**config.mk**
```make
export PLATFORM = sky130hd
export DESIGN_NAME = mf_desc_queue
export DESIGN_NICKNAME = d
export VERILOG_FILES = /design/src/rtl/mfdq_pkg.sv /design/src/rtl/mfdq_fifo.sv /design/src/rtl/mfdq_fill.sv /design/src/rtl/mf_desc_queue.sv
export SDC_FILE = /design/constraint.sdc
export NUM_CORES = 1
export LEC_CHECK = 0
export ABC_AREA = 1
export BUFFER_PORTS_ARGS = -buffer_cell sky130_fd_sc_hd__buf_2
export CAP_MARGIN = 20
export CORE_MARGIN = 2
export CORE_UTILIZATION = 40
export DETAILED_ROUTE_END_ITERATION = 8
export MAX_ROUTING_LAYER = met4
export SLEW_MARGIN = 15
export SYNTH_ARGS = -nofsm -noshare
export SYNTH_HDL_FRONTEND = slang
export SYNTH_HIERARCHICAL = 1
export SYNTH_SLANG_ARGS = --single-unit
export TNS_END_PERCENT = 100
```
**constraint.sdc**
```tcl
create_clock -name clk -period 9.7 [get_ports clk]
set_input_delay 0 -clock clk [delete_from_list [all_inputs] [get_ports clk]]
set_output_delay 0 -clock clk [all_outputs]
set_load 0.1 [all_outputs]
```
**src/rtl/mfdq_pkg.sv**
```systemverilog
package mfdq_pkg;
   localparam int REG_W        = 16;
   // control fields
   localparam int CTL_EN       = 0;
   localparam int CTL_MODE_LO  = 1;
   localparam int CTL_OVF_CLR  = 12;
   // status fields
   localparam int ST_EN        = 0;
   localparam int ST_ALIGN     = 1;
   localparam int ST_IN_EMPTY  = 8;
   localparam int ST_IN_FULL   = 9;
   localparam int ST_OUT_EMPTY = 10;
   localparam int ST_OUT_FULL  = 11;
   localparam int ST_OVF       = 12;
   // completed descriptor fields
   localparam int DESC_VALID   = 15;
   localparam int DESC_CRC1    = 14;
   localparam int DESC_CRC0    = 13;

   typedef enum logic [1:0] {
      MODE_RAW    = 2'd0,
      MODE_OCTET  = 2'd1,
      MODE_FRAME  = 2'd2,
      MODE_MFRAME = 2'd3
   } align_mode_e;
endpackage

```
**src/rtl/mfdq_fifo.sv**
```systemverilog
module mfdq_fifo #(
   parameter int W     = 8,
   parameter int DEPTH = 4,
   parameter int LW    = $clog2(DEPTH) + 1
) (
   input  logic          clk,
   input  logic          rst_n,
   input  logic          push,
   input  logic [W-1:0]  wdat,
   input  logic          pop,
   output logic [W-1:0]  rdat,
   output logic          empty,
   output logic          full,
   output logic [LW-1:0] level
);
   localparam int PW = $clog2(DEPTH);

   if (DEPTH < 2 || (DEPTH & (DEPTH - 1)) != 0) begin : g_bad_depth
      $error("mfdq_fifo: DEPTH must be a power of two of at least 2");
   end
   if (LW != PW + 1) begin : g_bad_lw
      $error("mfdq_fifo: LW must be clog2(DEPTH)+1");
   end

   logic [W-1:0] store [DEPTH];
   logic [PW:0]  wp, rp;
   logic         do_push, do_pop;

   assign level   = wp - rp;
   assign empty   = (level == '0);
   assign full    = (level == LW'(DEPTH));
   assign do_push = push && !full;
   assign do_pop  = pop && !empty;
   assign rdat    = store[rp[PW-1:0]];

   always_ff @(posedge clk) begin
      if (do_push) store[wp[PW-1:0]] <= wdat;
   end

   always_ff @(posedge clk or negedge rst_n) begin
      if (!rst_n) begin
         wp <= '0;
         rp <= '0;
      end else begin
         if (do_push) wp <= wp + 1'b1;
         if (do_pop)  rp <= rp + 1'b1;
      end
   end
endmodule

```
**src/rtl/mfdq_fill.sv**
```systemverilog
module mfdq_fill
   import mfdq_pkg::*;
#(
   parameter int SLOT_W = 7,
   parameter int FRM_W  = 4,
   parameter int TS_W   = 5
) (
   input  logic                           clk,
   input  logic                           rst_n,
   input  logic                           en,
   input  logic                           byte_vld,
   input  logic [FRM_W-1:0]               byte_frame,
   input  logic [TS_W-1:0]                byte_ts,
   input  logic [7:0]                     byte_data,
   input  logic                           crc_vld,
   input  logic                           crc_half,
   input  logic                           crc_ok,
   input  logic                           in_empty,
   input  logic [SLOT_W-1:0]              in_slot,
   input  logic                           out_full,
   output logic                           in_pop,
   output logic                           out_push,
   output logic [REG_W-1:0]               out_desc,
   output logic                           ovf_evt,
   output logic                           mem_we,
   output logic [SLOT_W+FRM_W+TS_W-1:0]   mem_addr,
   output logic [7:0]                     mem_wdata
);
   if (SLOT_W < 1 || SLOT_W > DESC_CRC0) begin : g_bad_slot
      $error("mfdq_fill: slot number does not fit below the CRC flags");
   end

   logic              act_q;
   logic [SLOT_W-1:0] act_slot_q;
   logic [1:0]        crc_q, crc_n;
   logic              first_b, last_b, start, claim, writing, retire;
   logic [SLOT_W-1:0] cur_slot;

   assign first_b  = byte_vld && (byte_frame == '0) && (byte_ts == '0);
   assign last_b   = byte_vld && (&byte_frame) && (&byte_ts);
   assign start    = en && first_b;
   assign claim    = start && !in_empty;
   assign writing  = en && byte_vld && (first_b ? claim : act_q);
   assign retire   = writing && last_b;
   assign cur_slot = first_b ? in_slot : act_slot_q;

   assign in_pop    = claim;
   assign out_push  = retire && !out_full;
   assign ovf_evt   = (start && in_empty) || (retire && out_full);
   assign mem_we    = writing;
   assign mem_addr  = {cur_slot, byte_frame, byte_ts};
   assign mem_wdata = byte_data;

   always_comb begin
      crc_n = first_b ? 2'b00 : crc_q;
      if (crc_vld && crc_ok) crc_n[crc_half] = 1'b1;
   end

   always_comb begin
      out_desc                   = '0;
      out_desc[DESC_VALID]       = 1'b1;
      out_desc[DESC_CRC1]        = crc_n[1];
      out_desc[DESC_CRC0]        = crc_n[0];
      out_desc[SLOT_W-1:0]       = act_slot_q;
   end

   always_ff @(posedge clk or negedge rst_n) begin
      if (!rst_n) begin
         act_q      <= 1'b0;
         act_slot_q <= '0;
         crc_q      <= 2'b00;
      end else if (!en) begin
         act_q      <= 1'b0;
         crc_q      <= 2'b00;
      end else begin
         crc_q <= crc_n;
         if (start) begin
            act_q <= claim;
            if (claim) act_slot_q <= in_slot;
         end else if (retire) begin
            act_q <= 1'b0;
         end
      end
   end
endmodule

```
**src/rtl/mf_desc_queue.sv**
```systemverilog
module mf_desc_queue
   import mfdq_pkg::*;
#(
   parameter int DEPTH  = 4,
   parameter int SLOT_W = 7,
   parameter int FRM_W  = 4,
   parameter int TS_W   = 5
) (
   input  logic                         clk,
   input  logic                         rst_n,
   input  logic                         reg_wr,
   input  logic                         reg_rd,
   input  logic                         reg_sel,
   input  logic [15:0]                  reg_wdata,
   output logic [15:0]                  reg_rdata,
   input  logic                         line_aligned,
   input  logic                         byte_vld,
   input  logic [FRM_W-1:0]             byte_frame,
   input  logic [TS_W-1:0]              byte_ts,
   input  logic [7:0]                   byte_data,
   input  logic                         crc_vld,
   input  logic                         crc_half,
   input  logic                         crc_ok,
   output logic                         cfg_en,
   output logic [1:0]                   cfg_mode,
   output logic                         mem_we,
   output logic [SLOT_W+FRM_W+TS_W-1:0] mem_addr,
   output logic [7:0]                   mem_wdata
);
   localparam int LW = $clog2(DEPTH) + 1;

   if (REG_W != 16) begin : g_bad_reg
      $error("mf_desc_queue: register width must be 16");
   end

   logic              ctl_wr, desc_wr, desc_rd;
   logic              en_q, ovf_q;
   align_mode_e       mode_q;
   logic              in_empty, in_full, in_pop;
   logic [SLOT_W-1:0] in_slot;
   logic [LW-1:0]     in_level;
   logic              out_empty, out_full, out_push;
   logic [REG_W-1:0]  out_desc, out_head;
   logic [LW-1:0]     out_level;
   logic              ovf_evt;
   logic [REG_W-1:0]  status;
   logic              unused_bits;

   assign ctl_wr  = reg_wr && !reg_sel;
   assign desc_wr = reg_wr && reg_sel;
   assign desc_rd = reg_rd && reg_sel;
   assign unused_bits = ^{reg_wdata, in_level, out_level};

   mfdq_fifo #(.W(SLOT_W), .DEPTH(DEPTH), .LW(LW)) u_pend (
      .clk(clk), .rst_n(rst_n),
      .push(desc_wr), .wdat(reg_wdata[SLOT_W-1:0]),
      .pop(in_pop), .rdat(in_slot),
      .empty(in_empty), .full(in_full), .level(in_level)
   );

   mfdq_fifo #(.W(REG_W), .DEPTH(DEPTH), .LW(LW)) u_done (
      .clk(clk), .rst_n(rst_n),
      .push(out_push), .wdat(out_desc),
      .pop(desc_rd), .rdat(out_head),
      .empty(out_empty), .full(out_full), .level(out_level)
   );

   mfdq_fill #(.SLOT_W(SLOT_W), .FRM_W(FRM_W), .TS_W(TS_W)) u_fill (
      .clk(clk), .rst_n(rst_n), .en(en_q),
      .byte_vld(byte_vld), .byte_frame(byte_frame), .byte_ts(byte_ts),
      .byte_data(byte_data),
      .crc_vld(crc_vld), .crc_half(crc_half), .crc_ok(crc_ok),
      .in_empty(in_empty), .in_slot(in_slot), .out_full(out_full),
      .in_pop(in_pop), .out_push(out_push), .out_desc(out_desc),
      .ovf_evt(ovf_evt),
      .mem_we(mem_we), .mem_addr(mem_addr), .mem_wdata(mem_wdata)
   );

   always_ff @(posedge clk or negedge rst_n) begin
      if (!rst_n) begin
         en_q   <= 1'b0;
         mode_q <= MODE_RAW;
         ovf_q  <= 1'b0;
      end else begin
         if (ctl_wr) begin
            en_q   <= reg_wdata[CTL_EN];
            mode_q <= align_mode_e'(reg_wdata[CTL_MODE_LO +: 2]);
         end
         if (ovf_evt)
            ovf_q <= 1'b1;
         else if (ctl_wr && reg_wdata[CTL_OVF_CLR])
            ovf_q <= 1'b0;
      end
   end

   always_comb begin
      status               = '0;
      status[ST_EN]        = en_q;
      status[ST_ALIGN]     = line_aligned;
      status[ST_IN_EMPTY]  = in_empty;
      status[ST_IN_FULL]   = in_full;
      status[ST_OUT_EMPTY] = out_empty;
      status[ST_OUT_FULL]  = out_full;
      status[ST_OVF]       = ovf_q;
   end

   assign reg_rdata = reg_sel ? (out_empty ? '0 : out_head) : status;
   assign cfg_en    = en_q;
   assign cfg_mode  = mode_q;
endmodule

```
---- Word-level counts from Yosys, hierarchy flattened ----
Memory sizes are Yosys's and may differ from the RTL's.
Index checks and enable logic that the tools add are counted.
word-level totals
  bits in registers ....................... 26
  bits in writable memories ............... 64
  input bits .............................. 43
  output and inout port bits .............. 44
  word-level logic and storage cells ...... 78
  memories ................................ 2
memories
  name          words  bits a word  rd ports  clocked after memory_dff  write ports  RTL line         source
  u_done.store  4      9            1         0                         1            mfdq_fifo.sv:25  logic [W-1:0] store [DEPTH];
  u_pend.store  4      7            1         0                         1            mfdq_fifo.sv:25
cells by class
  add/sub/neg operators ................... 6
  $lt $le $gt $ge ......................... 2
  equal/unequal tests ..................... 3
  mux-type cells .......................... 18
  bitwise operators ....................... 1
  reductions and logical operators ........ 36
operators with widths
  cell                 count
  $mux 16              2
  $logic_and 1x1->1    22
  $add 3x1->3 const B  4
  $mux 1               11
  $mux 7               1
  $eq 3x3->1 const B   2
  $logic_not 3->1      2
  $mux 2               3
  $sub 3x3->3          2
  $logic_not 1->1      5
  $logic_not 5->1      1
  $reduce_and 5->1     1
  $logic_not 4->1      1
  $reduce_and 4->1     1
  $ne 3x1->1 const B   1
  $reduce_and 3->1     1
  $lt 1x2->1 const B   1
  $or 2x2->2           1
  $reduce_bool 2->1    1
  $demux 1 s1          1
  $ge 1x1->1 const B   1
  $logic_or 1x1->1     1

---- Logic depth before layout (Yosys ltp) ----
  word-level depth ........................ 12
  mapped depth ............................ 14

---- By module ----
Netlist, hierarchy kept.
modules (own cells, without submodules)
  module              instances  cells each  area an instance (um^2)  seq. area each (um^2)
  mfdq_fifo (u_done)  1          221         2856.5                   2072.0
  mfdq_fifo (u_pend)  1          133         1529.0                   991.0
  mfdq_fill           1          125         893.4                    250.2
  mf_desc_queue       1          65          362.8                    100.1

---- Worst setup path after synthesis ----
No wires, ideal clock.
  kind .................................... reg2out
  start point ............................. register u_done.wp[0]
  end point ............................... output port reg_rdata[10]
  arrival ................................. 3.830 ns
  required time ........................... 9.700 ns
  path slack .............................. 5.870 ns
  stages on the path, launching flop included .. 10
  cell sequence ........................... dfrtp_1 -> inv_1 -> ha_1 -> fa_1 -> nand2_1 -> inv_1 -> nand3_2 -> inv_1 -> clkinv_1 -> o21ai_0
on the way
  cells in the longest elaborated chain, start to end .. 3
ends and longest elaborated chain
  element                 RTL line              source
  from (decl)             mfdq_fifo.sv:26       logic [PW:0] wp, rp;
  from (signal assigned)  mfdq_fifo.sv:45       if (do_push) wp <= wp + 1'b1;
  $sub 3x3->3             mfdq_fifo.sv:29       assign level = wp - rp;
  $logic_not 3->1         mfdq_fifo.sv:30       assign empty = (level == '0);
  via out_empty           mf_desc_queue.sv:42   logic out_empty, out_full, out_push;
  $mux 16                 mf_desc_queue.sv:107  assign reg_rdata = reg_sel ? (out_empty ? '0 : out_head) : status;
  to (decl)               mf_desc_queue.sv:15   output logic [15:0] reg_rdata,
The timed path passes the listed nets, and every way through them passes these cells.

---- Final worst setup path ----
  start point ............................. register u_pend.rp[0]
  end point ............................... memory u_done/store[2][11] (netlist name) (enable)
on the way
  cells in the longest elaborated chain, start to end .. 11
ends and longest elaborated chain
  element                       RTL line             source
  from (decl)                   mfdq_fifo.sv:26
  from (signal assigned)        mfdq_fifo.sv:46      if (do_pop) rp <= rp + 1'b1;
  $sub 3x3->3                   mfdq_fifo.sv:29
  $logic_not 3->1               mfdq_fifo.sv:30
  via in_empty                  mf_desc_queue.sv:39  logic in_empty, in_full, in_pop;
  $logic_not 1->1               mfdq_fill.sv:42      assign claim = start && !in_empty;
  $logic_and 1x1->1             mfdq_fill.sv:42
  $mux 1                        mfdq_fill.sv:43      assign writing = en && byte_vld && (first_b ? claim : act_q);
  $logic_and 1x1->1             mfdq_fill.sv:43
  $logic_and 1x1->1             mfdq_fill.sv:44      assign retire = writing && last_b;
  $logic_and 1x1->1             mfdq_fill.sv:48      assign out_push = retire && !out_full;
  via out_push                  mf_desc_queue.sv:42
  $logic_and 1x1->1             mfdq_fifo.sv:32      assign do_push = push && !full;
  $mux 1                        mfdq_fifo.sv:37      if (do_push) store[wp[PW-1:0]] <= wdat;
  $mux 1 (implied by the code)  mfdq_fifo.sv:37
  to (decl)                     mfdq_fifo.sv:25
The timed path passes the listed nets, and every way through them passes these cells.

==> reports/metrics.csv <==
stage,metric,value,unit
cts,h-tree-depth,4,
critical_path,crit_chain,ha_1 -> fa_1 -> inv_1 -> nand3_2 -> nand3_2 -> inv_1 -> o21ai_0 -> nand4_1 -> nor2_1 -> nand2_4 -> nor2_2,
floorplan,fp.dieH,123,µm
routing,postRouteAntennaNets,0,
routing,via_per_inst,4.83,
sta,drv_slew,0,
critical_path,start_kind,flip-flop,
sta,skew,5.90,ps
critical_path,endpoint_kind,flip-flop,
critical_path,reg2reg_depth,11,
routing,routed_wl,11400,µm
min_path,min-delay-start,byte_data[3],
layout,mostFrequentLayoutCell,edfxtp_1,
critical_path,crit_family,simple AND/OR/NAND/NOR gates,
routing,firstDrtPassIters,4,
synthesis,syn_area_per_cell,10.4,µm²
routing,route.detailed.drc,0,
placement,port_buffers,62,
floorplan,ios,87,
critical_path,critPathCapture,u_done/store[2][11]$_DFFE_PP_,
layout,postLayoutCellArea,6620,µm²
grt,grt_max_degree,36,
critical_path,crit_buf_inv,2,
routing,vias,3833,
sta,slew_headroom,0.343,
power_and_ir_drop,ir_drop,0.000235,V
sta,finalCriticalPeriod,3630,ps
cts,clock_latency,400,ps
flow_run,max-cap-violations,0,
critical_path,crit_fanout,18,
synthesis,synth_area,5620,µm²
placement,gp_congestion,0.781,
sta,hold_viol,0,
sta,max_freq,275,MHz
critical_path,cp_num_cells,11,
cts,cts_setup_buffers,0,
layout,nets,659,
critical_path,criticalPathCategory,flip-flop to flip-flop,
critical_path,worstSetupStartpoint,u_pend/rp[0]$_DFFE_PN0P_,
outcome,run_status,"finished, final reports clean",
cts,cts_made_buffers,17,
routing,wl_per_cell,14.4,µm
synthesis,synth_warnings,6,
routing,drt_iter0_markers,221,
floorplan,die_x,123,µm
critical_path,r2r_slack,6070,ps
synthesis,synthCells,538,
floorplan,initial_core_util,0.406,
grt,overflow,0,
critical_path,cp_data_required_time,9720,ps
critical_path,arrival,3650,ps
cts,cts_sinks,118,
cts,clkTransAtPathRegs,50,ps
placement,hpwl,7570,µm
sta,rsz0062_at_grt,no,
cts,ctsLongestPathBuffers,2,
cts,cts_resized,0,
floorplan,dieArea,15000,µm²
grt,first_global_vias,3743,
layout,layout_common_cells,"edfxtp_1, nand2_1, nor2_1, buf_2, inv_1",
layout,diodes,0,
critical_path,reg2reg_to,u_done/store[2][11]$_DFFE_PP_,
grt,grt_pass1_wl,18300,µm
grt,grt_usage,0.168,
grt,grt_antenna_before_repair,0,
min_path,hp-class,primary input to output pin,
sta,post-route-period-util,0.374,
sta,worst_pin_slew,984,ps
sta,setup_viol,0,
layout,drive_gt1_frac,0.213,
placement,placed_area,5920,µm²
power_and_ir_drop,leakage,2.83,nW
layout,syn_to_final_growth,17.8,%
critical_path,r2r-start,u_pend/rp[0]$_DFFE_PN0P_,
sta,fin_setup_tns,0,ps
cts,cts_tree,done,
floorplan,rows,43,
cts,ctsRootBufferMaster,clkbuf_16,
power_and_ir_drop,power.density,279,nW/µm²
floorplan,core,13800,µm²
critical_path,slowest_delay,760,ps
critical_path,cp_slowest_cell,nor2_2,
## registers in the layout, indices dropped and copies added (netlist names)
register	flops
cfg_en	1
cfg_mode	2
ovf_q	1
u_done/rp	3
u_done/store	64
u_done/wp	3
u_fill/act_q	1
u_fill/act_slot_q	7
u_fill/crc_q	2
u_pend/rp	3
u_pend/store	28
u_pend/wp	3
## per-stage QoR
stage / setup slack, ps / power (W) / hold slack [ps] / cells / util
CTS: 6020 / 0.00187 / 0.681 / 794 / 0.479
global placement: 6080 / 0.00128 / 0.681 / 748 / 0.428
detailed placement: 6020 / 0.00129 / 0.681 / 748 / 0.428
global route: 5790 / 0.00194 / 0.255 / 794 / 0.479
finish: 6070 / 0.00185 / 0.0439 / 794 / 0.479
floorplan: 5900 / 0.00118 / -296 / 543 / -
## power breakdown
group	switching (W)	internal, W	leakage, nW
clock	0.000201	0.000371	0.261
combinational	0.000530	0.000142	1.38
sequential	0.0000299	0.000573	1.19
## worst min path at each step
stage                          to  slack, ps  cells after the start
2_1_floorplan  cfg_en$_DFFE_PN0P_       -300                      0
3_3_place_gp         mem_wdata[1]        0.7                      0
3_5_place_dp         mem_wdata[1]        0.7                      0
4_1_cts              mem_wdata[1]        0.7                      0
5_1_grt              mem_wdata[7]        0.3                      0
6_report             mem_wdata[3]       0.04                      0
## layer usage
metal	GRT usage	up-vias	part of all wire
met5	-	-	0
met4	0.0424	0	0.0092
met3	0.0423	8	0.055
met2	0.280	84	0.51
met1	0.205	1817	0.43
li1	-	1924	-
## area by class of cell
type | instances | area (µm²)
Fill cell | 1261 | 7210
Sequential cell | 118 | 3410
Multi-Input combinational cell | 328 | 1750
Timing Repair Buffer | 78 | 468
Clock buffer | 20 | 437
Tap cell | 180 | 225
Inverter | 59 | 221
Clock inverter | 11 | 110
## worst register-to-register path, delay by kind of cell, from the launching register on
family / cells / cell delay (ps)
AOI/OAI and AO/OA: 1 / 150
adders and majority gates: 2 / 740
buffers and inverters: 2 / 210
DFF: 1 / 590
and+or+nand+nor: 6 / 1560
## timing repair
action / CTS / global route
hold buffers: 15 / 0
setup endpoints to repair: 0 / 0
hold endpoints to repair: 61 / 0
(Power assumes the default switching activity.)
